===== src/rtl/piso_pkg.sv =====
package piso_pkg;
  typedef enum logic [1:0] {
    OP_HOLD  = 2'd0,
    OP_LOAD  = 2'd1,
    OP_SHIFT = 2'd2
  } piso_op_e;
endpackage


===== src/rtl/piso_clk_qual.sv =====
module piso_clk_qual (
  input  logic clk_i,
  input  logic rst_ni,
  input  logic sclk_i,
  input  logic sclk_inh_i,
  output logic edge_o
);
  logic gate_d, gate_q;

  assign gate_d = sclk_i | sclk_inh_i;

  // reset high: a strobe held high through reset is not an edge
  always_ff @(posedge clk_i or negedge rst_ni) begin
    if (!rst_ni) gate_q <= 1'b1;
    else         gate_q <= gate_d;
  end

  assign edge_o = gate_d & ~gate_q;
endmodule


===== src/rtl/piso_op_sel.sv =====
module piso_op_sel
  import piso_pkg::*;
(
  input  logic     load_ni,
  input  logic     edge_i,
  output piso_op_e op_o
);
  always_comb begin
    if (!load_ni)    op_o = OP_LOAD;
    else if (edge_i) op_o = OP_SHIFT;
    else             op_o = OP_HOLD;
  end
endmodule


===== src/rtl/piso_stage_chain.sv =====
module piso_stage_chain
  import piso_pkg::*;
#(
  parameter int WIDTH = 8
) (
  input  logic             clk_i,
  input  logic             rst_ni,
  input  piso_op_e         op_i,
  input  logic             ser_i,
  input  logic [WIDTH-1:0] par_i,
  output logic [WIDTH-1:0] stage_o
);
  logic [WIDTH-1:0] stage_q;
  logic [WIDTH-1:0] prev;

  for (genvar k = 0; k < WIDTH; k++) begin : g_stage
    if (k == 0) begin : g_head
      assign prev[k] = ser_i;
    end else begin : g_body
      assign prev[k] = stage_q[k-1];
    end

    always_ff @(posedge clk_i or negedge rst_ni) begin
      if (!rst_ni) begin
        stage_q[k] <= 1'b0;
      end else begin
        unique case (op_i)
          OP_LOAD:  stage_q[k] <= par_i[k];
          OP_SHIFT: stage_q[k] <= prev[k];
          default:  stage_q[k] <= stage_q[k];
        endcase
      end
    end
  end

  assign stage_o = stage_q;
endmodule


===== src/rtl/piso_shift_reg.sv =====
module piso_shift_reg
  import piso_pkg::*;
#(
  parameter int WIDTH = 8
) (
  input  logic             clk_i,
  input  logic             rst_ni,
  input  logic             load_ni,
  input  logic             sclk_i,
  input  logic             sclk_inh_i,
  input  logic             ser_i,
  input  logic [WIDTH-1:0] par_i,
  output logic             q_o,
  output logic             q_no
);
  localparam int LAST = WIDTH - 1;

  logic             shift_edge;
  piso_op_e         op;
  logic [WIDTH-1:0] stage_q;

  piso_clk_qual i_clk_qual (
    .clk_i      (clk_i),
    .rst_ni     (rst_ni),
    .sclk_i     (sclk_i),
    .sclk_inh_i (sclk_inh_i),
    .edge_o     (shift_edge)
  );

  piso_op_sel i_op_sel (
    .load_ni (load_ni),
    .edge_i  (shift_edge),
    .op_o    (op)
  );

  piso_stage_chain #(.WIDTH(WIDTH)) i_chain (
    .clk_i   (clk_i),
    .rst_ni  (rst_ni),
    .op_i    (op),
    .ser_i   (ser_i),
    .par_i   (par_i),
    .stage_o (stage_q)
  );

  assign q_o  = stage_q[LAST];
  assign q_no = ~stage_q[LAST];
endmodule


===== config.mk =====
export PLATFORM = sky130hd
export DESIGN_NAME = piso_shift_reg
export DESIGN_NICKNAME = d
export VERILOG_FILES = /design/src/rtl/piso_pkg.sv /design/src/rtl/piso_clk_qual.sv /design/src/rtl/piso_op_sel.sv /design/src/rtl/piso_stage_chain.sv /design/src/rtl/piso_shift_reg.sv
export SDC_FILE = /design/constraint.sdc
export NUM_CORES = 1
export LEC_CHECK = 0
export BUFFER_PORTS_ARGS = -buffer_cell sky130_fd_sc_hd__buf_2
export CORE_UTILIZATION = 28
export CTS_CLUSTER_SIZE = 14
export DETAILED_ROUTE_END_ITERATION = 6
export HOLD_SLACK_MARGIN = 0.02
export PLACE_DENSITY = 0.54
export SLEW_MARGIN = 5
export SYNTH_ARGS = -nofsm -noshare
export SYNTH_HDL_FRONTEND = slang
export SYNTH_SLANG_ARGS = --single-unit

===== constraint.sdc =====
create_clock -name clk_i -period 1.1 [get_ports clk_i]
set_input_delay 0.11 -clock clk_i [delete_from_list [all_inputs] [get_ports clk_i]]
set_output_delay 0.11 -clock clk_i [all_outputs]
set_load 0.005 [all_outputs]

* Word-level counts from Yosys, hierarchy flattened
Index checks and enable logic that the tools add are counted.
** Storage, ports and cells
- Word-level logic and storage cells :: 26
- Register bits :: 9
** Operators by class
- Reduce and logical (&&, ||, !) cells :: 1
- Bitwise logic cells :: 4
- Multiplexer cells :: 10
- Equality and inequality tests :: 2
** Operators by type and width (number)
- $pmux 1 s2 :: 8
- $mux 2 :: 2
- $eq 2x1->1 const B :: 1
- $eq 2x2->1 const B :: 1
- $not 1->1 :: 2
- $reduce_bool 2->1 :: 1
- $and 1x1->1 :: 1
- $or 1x1->1 :: 1

* Depth between registers and ports, before layout
Gate-level depths: netlist of run 1.
- Depth after elaboration :: 6
- Depth in mapped cells :: 4
- Gate-level depth less buffers :: 3

* By module
From an unflattened synthesis of run 1, not the netlist that was laid out.
** Second synthesis, totals
- Cell total of the unflattened synthesis :: 42
- Area total of the unflattened synthesis :: 445.4 µm²
** By module, submodules not included
- piso_stage_chain :: area an instance 389.1 µm², cells an instance 36, instances 1, seq. area each 200.2 µm²
- piso_clk_qual :: area an instance 42.5 µm², cells an instance 3, instances 1, seq. area each 26.3 µm²
- piso_op_sel :: area an instance 10.0 µm², cells an instance 2, instances 1, seq. area each 0.0 µm²
- piso_shift_reg :: area an instance 3.8 µm², cells an instance 1, instances 1, seq. area each 0.0 µm²

* Worst setup path after synthesis of run 1
OpenSTA, ideal clock, no wires.
- Path type :: register to register
- Start point :: register i_clk_qual.gate_q
- End point :: register i_chain.stage_q[0], in the netlist i_chain.stage_o[0]
- Slack :: 0.080 ns
- Buffers on the path :: 1
- Cell stages (with the launch flop) :: 5
- Period minus slack after synthesis :: 1.020 ns
- Arrival :: 0.891 ns
- Path through :: dfstp_2 -> o21ba_1 -> buf_4 -> nand2_1 -> a31oi_1
** Between the ends
- Cells in the longest elaborated chain, start to end :: 6
- Elaborated cells on any way between the ends :: 8
- Those cells by class :: eq/ne: 2; mux: 3; bitwise: 2; reduce/logical: 1
** RTL lines
- from (decl) :: line piso_clk_qual.sv:8 : logic gate_d, gate_q;
- from (signal assigned) :: line piso_clk_qual.sv:15 : else gate_q <= gate_d;
- $not 1->1 (*) :: line piso_clk_qual.sv:18 : assign edge_o = gate_d & ~gate_q;
- $and 1x1->1 (*) :: line piso_clk_qual.sv:18
- $mux 2 (*) :: line piso_op_sel.sv:10 : else if (edge_i) op_o = OP_SHIFT;
- $mux 2 (*) :: line piso_op_sel.sv:9 : if (!load_ni) op_o = OP_LOAD;
- $eq 2x2->1 / $eq 2x1->1 (equally long branches) :: line piso_stage_chain.sv:27 : unique case (op_i)
- $pmux 1 s2 / $reduce_bool 2->1 (equally long branches)
- to (signal, indexed assignment) :: line piso_stage_chain.sv:28 : OP_LOAD: stage_q[k] <= par_i[k];
- to (signal, indexed assignment) :: line piso_stage_chain.sv:29 : OP_SHIFT: stage_q[k] <= prev[k];
- to (signal, indexed assignment) :: line piso_stage_chain.sv:30 : default: stage_q[k] <= stage_q[k];
- to (decl) :: line piso_stage_chain.sv:13 : logic [WIDTH-1:0] stage_q;
Every way passes the cells marked *; elsewhere a longest branch is shown, timed or not.
A chain may end at the register's enable or synchronous reset.

* Worst setup path in the final report of run 1
- Start point :: register i_clk_qual.gate_q
- End point :: register i_chain.stage_q[5], in the netlist i_chain.stage_o[5]
The elaborated chain is that of the path after synthesis.

==> flow_summary.toml, run 1 <==
[clocking]
post_cts_buffers = 0
cts.sinks = 9
clkLatencyLatePin_ns = 0.26
cts_tree = "yes"
root_buffer = "clkbuf_4"
cts_buffer_depth = 2
numCtsBuffers = 3
ctsHtreeMaxLevel = 1
path_clk_slew_ns = 0.06

[setup_path]
crit_path_top_delay_cell = "dfstp_2"
cp-end-kind = "flop"
critPathMaxFanout = 8
worst-path-buf-inv = 0
crit_family = "flip-flops"
path_cells = "o21ba_2, nand2_1, a31oi_1"
worstPathRequired_ns = 1.23
worstPathArrival_ns = 1.19
crit_type = "flop to flop"
cp_slowest_stage_delay_ns = 0.54
cp-start-kind = "flop"

[logic_synthesis]
syn-num-nets = 62
synth_seq_area_share_pct = 54.5
synth_top_cells_by_count = "16 x nand2_1, 8 x a31oi_1, 8 x dfrtp_1, 8 x nor2_1"
synth.most_common_cell = "nand2_1"
synth_top_area_share_pct = 48.2
avgSynthCellArea_um2 = 8.65
syn_inst = 48
synth_top_area_cell = "dfrtp_1"
ys_seq_elements = 9
synthArstFlopShare_pct = 100
synth_cell_types = 12
synth_edf_count = 0
yosysWarningCount = 0
synthFlopType = "dfrtp_1"
yosys-top-cells-area = "dfrtp_1 48%, nand2_1 14%, a31oi_1 12%"
netlist_area_um2 = 415

[cells_and_area]
antenna_cells = 0
syn2layout_area_growth_pct = 28.9
final_util_pct = 40.2
fillCellCount = 145
nNetsFinal = 80
stdcell_count = 80
drive_above_1_share_pct = 32.3

[pwr]
p_sw_mw = 0.198
powerDensity_nw_per_um2 = 1410
internal_power_mw = 0.559
pwr-share-comb_pct = 15.2
p_leak_nw = 0.259
seqPwrFrac_pct = 50.6
ir_worst_vdd_uv = 377
p_clk_share_pct = 34.3
p_sw_share_pct = 26.1

[global_routing]
antenna_found_initial = 0
overflow = 0
first_global_vias = 325
grt_pass1_wl_um = 1300
grt_max_degree = 17
grt.total_usage_pct = 12.6

[timing]
slew_violations = 0
rsz0062_at_grt = "yes"
relSlewSlack_pct = 82.2
skew_ns = 0.000963
period_share_pct = 96.5
worstMarginPinSlew_ns = 0.267
fin_crit_ns = 1.06
setup_viol = 0
fmax_mhz = 942
finalHoldViolations = 0

[floorplanning]
coreArea_um2 = 1330
initial_core_util_pct = 31.1
rows = 13
io_pins = 16
fp.dieH_um = 40.5
dieArea_um2 = 1640
die_x_um = 40.5

[worst_hold_path]
hold_path.class = "primary input to flop"

[place]
routabilityCongestion = 0.730
dp_hpwl_um = 609
port_buffers = 15
place_inst = 75

[detailed_routing]
drc_errors = 0
wl_um = 949
vias_per_cell = 4.83
firstDrtPassIters = 4
detail-route-antenna-nets = 0
drt_iter0_drc = 4
routedWlPerCell_um = 11.9
vias = 386

[status]
outcome = "finished clean"

[flow_run]
maxCapViolations = 0
timing repair:
| action | CTS | global route |
|---|---|---|
| hold buffers | 1 | 0 |
| pin swaps | 0 | 2 |
| hold endpoints to repair | 9 | 0 |
| resized for setup | 1 | 1 |
| setup endpoints to repair | 1 | 6 |
placed cells by master (no fill, tap or decap):
cell type	netlist	routed
clkbuf_1	0	1
clkbuf_4	0	3
o21bai_4	0	1
a31oi_1	8	8
or2_1	1	1
buf_2	1	15
nor2_1	8	8
o21ba_2	0	1
inv_1	1	1
nand2_1	16	16
dfrtp_1	8	8
dfstp_2	1	1
dlygate4sd3_1	0	1
worst reg2reg max path: cells and delay by family, from the launching register on:
family           cells  cell delay [ns]
AO/OA/AOI/OAI        2             0.30
flip-flops           1             0.54
AND/OR/NAND/NOR      1             0.09
power groups by stage:
stage	Sequential [mW]	Combinational (mW)	Clock, mW
global placement	0.389	0.105	0
global route	0.388	0.131	0.276
floorplan	0.384	0.0644	0
detailed placement	0.389	0.107	0
finish	0.383	0.115	0.259
CTS	0.382	0.112	0.259
registers in the layout, indices dropped and copies added, names as in the netlist:
register	flops
i_clk_qual.gate_q	1
i_chain.stage_o	8
worst paths after layout:
kind,startpoint,to,slack (ns),cells past startpoint
hold / removal,ser_i,i_chain.stage_o[0]$_DFFE_PN0P_,0.11,3
setup / recovery,i_clk_qual.gate_q$_DFF_PN1_,i_chain.stage_o[5]$_DFFE_PN0P_,0.04,3
setup reg to reg,i_clk_qual.gate_q$_DFF_PN1_,i_chain.stage_o[5]$_DFFE_PN0P_,0.04,3
min in group asynchronous,rst_ni,i_chain.stage_o[4]$_DFFE_PN0P_,0.24,2
hold reg to reg,i_chain.stage_o[3]$_DFFE_PN0P_,i_chain.stage_o[4]$_DFFE_PN0P_,0.54,2
max in group asynchronous,rst_ni,i_clk_qual.gate_q$_DFF_PN1_,0.61,2
metal layers:
| layer | share of wire, % | GRT usage, % | wire length (µm) |
|---|---|---|---|
| met3 | 4.5 | 1.67 | 43 |
| met4 | 4.2 | 12.5 | 40 |
| met2 | 46 | 18.3 | 435 |
| met1 | 45 | 15.5 | 429 |
| met5 | 0 | 0 | 0 |
cells by family (layout without fill, tap and decap cells):
kind of cell / after synthesis / count (layout) / synth area share (%)
flops: 9 / 9 / 54.5
simple gates: 25 / 25 / 23.2
compound gates: 10 / 10 / 17.2
buf+inv: 4 / 21 / 5.12
per-stage QoR:
| stage | TNS [ns] | area [µm²] | power [mW] | worst slack [ns] | hold WS, ns |
|---|---|---|---|---|---|
| CTS | 0 | 528 | 0.753 | 0.0258 | 0.0885 |
| finish | 0 | 536 | 0.757 | 0.0382 | 0.110 |
| global placement | 0 | 492 | 0.494 | 0.0589 | -0.0208 |
| global route | -0.0374 | 536 | 0.796 | -0.0230 | 0.125 |
| detailed placement | 0 | 492 | 0.496 | 0.0269 | -0.0228 |
| floorplan | 0 | 415 | 0.449 | 0.0796 | -0.186 |
cell type report:
class	instances	area [µm²]	area share, %
sequential	9	226	42.3
multi-input combinational	35	175	32.7
timing repair buffer	16	85.1	15.9
clock buffer	4	26.3	4.91
tap	15	18.8	3.50
inverter	1	3.75	0.701
Note: power is estimated with default switching activity, not from simulation.
==> inputs of run 2 (changes only) <==
- PLACE_DENSITY: 0.54 -> 0.53
- SYNTH_HIERARCHICAL: not set -> 1
==> run 2 against run 1 <==
Net effect:
- the run now ends with setup timing left
- synthesized cell count fell by 13%
- register-to-register slack got worse by 0.29 ns
- largest cell class unchanged
- combinational power rose by 13%
- largest power group unchanged
- die area rose by 6.9%
==> flow_summary.toml, run 2 <==
[logic_synthesis]
synthArstFlopShare_pct = 100
synth_top_area_share_pct = 44.9
synth_top_area_cell = "dfrtp_1"
synth_cell_types = 11
netlist_area_um2 = 445
yosys-top-cells-area = "dfrtp_1 45%, mux2i_1 18%, o21ai_1 9.0%"
syn-num-nets = 57
synth_edf_count = 0
synth_top_cells_by_count = "8 x dfrtp_1, 8 x mux2i_1, 8 x nand2_1, 8 x o21ai_1, 3 x inv_1"
avgSynthCellArea_um2 = 10.6
ys_seq_elements = 9
yosysWarningCount = 6
synthFlopType = "dfrtp_1"
syn_inst = 42
synth_seq_area_share_pct = 50.8

[global_routing]
antenna_found_initial = 0
grtUsageMet1_pct = 13.2
overflow = 0
grt_max_degree = 17
grtUsageMet3_pct = 6.09
first_global_vias = 334
grt.total_usage_pct = 11.4
top_usage_layer = "met2"
grt_pass1_wl_um = 1390
met2_usage_pct = 15.0

[worst_hold_path]
min_from = "sclk_i"
hold_depth = 2
hold_end = "i_clk_qual/gate_q$_DFF_PN1_"
hold_path.class = "primary input to flop"

[pwr]
internal_power_mw = 0.584
ir_worst_vdd_uv = 508
p_clk_share_pct = 32.5
finalPower_mw = 0.779
p_leak_nw = 0.263
p_sw_mw = 0.195
powerDensity_nw_per_um2 = 1350
seqPwrFrac_pct = 50.8
p_sw_share_pct = 25.1
pwr-share-comb_pct = 16.7

[setup_path]
reg2regPathDepth = 5
r2r-start = "i_clk_qual/gate_q$_DFF_PN1_"
cp-start-kind = "flop"
cp-end-kind = "flop"
setup.worst_path.start = "i_clk_qual/gate_q$_DFF_PN1_"
reg2reg_slack_ns = -0.25
worstPathArrival_ns = 1.54
critPathMaxFanout = 16
crit_type = "flop to flop"
r2r_end = "i_chain/stage_o[4]$_DFFE_PN0P_"
worstPathRequired_ns = 1.28

[clocking]
path_clk_slew_ns = 0.06
cts_buffer_depth = 2
ctsHtreeMaxLevel = 1
cts_tree = "yes"
numCtsBuffers = 3
cts.sinks = 9
root_buffer = "clkbuf_4"
clkLatencyLatePin_ns = 0.26

[timing]
setup_viol = 8
finalHoldViolations = 0
setup_tns_ns = -1.94
worstMarginPinSlew_ns = 0.217
timing.final.ws_setup_ns = -0.254
slew_violations = 0
rsz0062_at_grt = "yes"
skew_ns = 0.00430
fmax_mhz = 738
period_share_pct = 123
relSlewSlack_pct = 85.5
fin_crit_ns = 1.35

[detailed_routing]
firstDrtPassIters = 2
vias = 328
drt_iter0_drc = 2
routedWlPerCell_um = 10.6
drc_errors = 0
vias_per_cell = 4.32
wl_um = 807
detail-route-antenna-nets = 0

[floorplanning]
rows = 14
die_x_um = 41.9
initial_core_util_pct = 29.9
coreArea_um2 = 1490
io_pins = 16
fp.dieH_um = 41.9
dieArea_um2 = 1750

[status]
violations = "setup timing"
outcome = "finished, violations left"

[cells_and_area]
largest_reg_flops = 8
fillCellCount = 154
stdcell_count = 76
antenna_cells = 0
drive_above_1_share_pct = 36.7
fin_area_um2 = 576
syn2layout_area_growth_pct = 29.2
layout_common_cells = "15 x buf_2, 8 x mux2i_1, 8 x nand2_1, 8 x o21ai_1, 8 x dfrtp_1"
nNetsFinal = 76
final_common_cell = "buf_2"
final_util_pct = 38.7

[place]
place_inst = 71
routabilityCongestion = 0.643
port_buffers = 15
place_area_um2 = 533
dp_hpwl_um = 568

[flow_run]
maxCapViolations = 0
## run 2: how the worst max path moves through the flow
| stage | to | slack, ns | cells past startpoint |
|---|---|---|---|
| floorplan | i_chain/stage_o[0]$_DFFE_PN0P_ | -0.26 | 6 |
| global placement | i_chain/stage_o[4]$_DFFE_PN0P_ | -0.23 | 4 |
| detailed placement | i_chain/stage_o[5]$_DFFE_PN0P_ | -0.25 | 4 |
| CTS | i_chain/stage_o[3]$_DFFE_PN0P_ | -0.26 | 5 |
| global route | i_chain/stage_o[3]$_DFFE_PN0P_ | -0.34 | 5 |
| finish | i_chain/stage_o[4]$_DFFE_PN0P_ | -0.25 | 5 |
## run 2: final cells by class
cell class | count | area [µm²] | share of cell area [%]
Sequential cell | 9 | 226 | 39.3
Multi-Input combinational cell | 28 | 206 | 35.9
Timing Repair Buffer | 16 | 85.1 | 14.8
Clock buffer | 4 | 26.3 | 4.57
Tap cell | 16 | 20.0 | 3.48
Inverter | 3 | 11.3 | 1.96
## run 2: metal layers
| metal | up-vias | wire length [µm] | part of all wire [%] |
|---|---|---|---|
| met1 | 145 | 431 | 53 |
| met2 | 7 | 314 | 39 |
| li1 | 174 | - | - |
| met5 | - | 0 | 0 |
| met3 | 2 | 45 | 5.6 |
| met4 | 0 | 15 | 1.9 |
## run 2: kinds of logic (layout without fill, tap and decap cells)
| group | Yosys count | in the layout | synth area share, % |
|---|---|---|---|
| AOI/OAI and AO/OA | 9 | 9 | 11.2 |
| adders and majority gates | 1 | 1 | 2.81 |
| buffers and inverters | 5 | 23 | 7.58 |
| DFF | 9 | 9 | 50.8 |
| muxes | 8 | 8 | 18.0 |
| and+or+nand+nor | 10 | 10 | 9.55 |
## run 2: what timing repair did
action | CTS | global route
hold buffers | 1 | 0
gates cloned | 0 | 0
pin swaps | 6 | 2
resized for setup | 1 | 0
buffers inserted | 0 | 0
hold endpoints to repair | 9 | 0
endpoints found under the setup margin | 8 | 8
## run 2: power by group through the flow
stage / combinational, mW / clock, mW / sequential, mW
2_1_floorplan: 0.0809 / 0 / 0.398
3_3_place_gp: 0.125 / 0 / 0.402
3_5_place_dp: 0.126 / 0 / 0.403
4_1_cts: 0.132 / 0.272 / 0.397
5_1_grt: 0.147 / 0.282 / 0.402
6_report: 0.130 / 0.253 / 0.396
## run 2: through the flow
step           hold WS, ns  setup WS (ns)
2_1_floorplan       -0.186         -0.260
6_report            0.0750         -0.254
3_3_place_gp       -0.0230         -0.233
4_1_cts             0.0700         -0.255
3_5_place_dp       -0.0214         -0.248
5_1_grt             0.0799         -0.335
## run 2: worst max-delay path, cell delays in order (launching register included)
cell     delay [ns]
dfstp_2        0.51
o21ba_4        0.14
and2_4         0.14
ha_4           0.35
nand2_1        0.07
o21ai_1        0.07
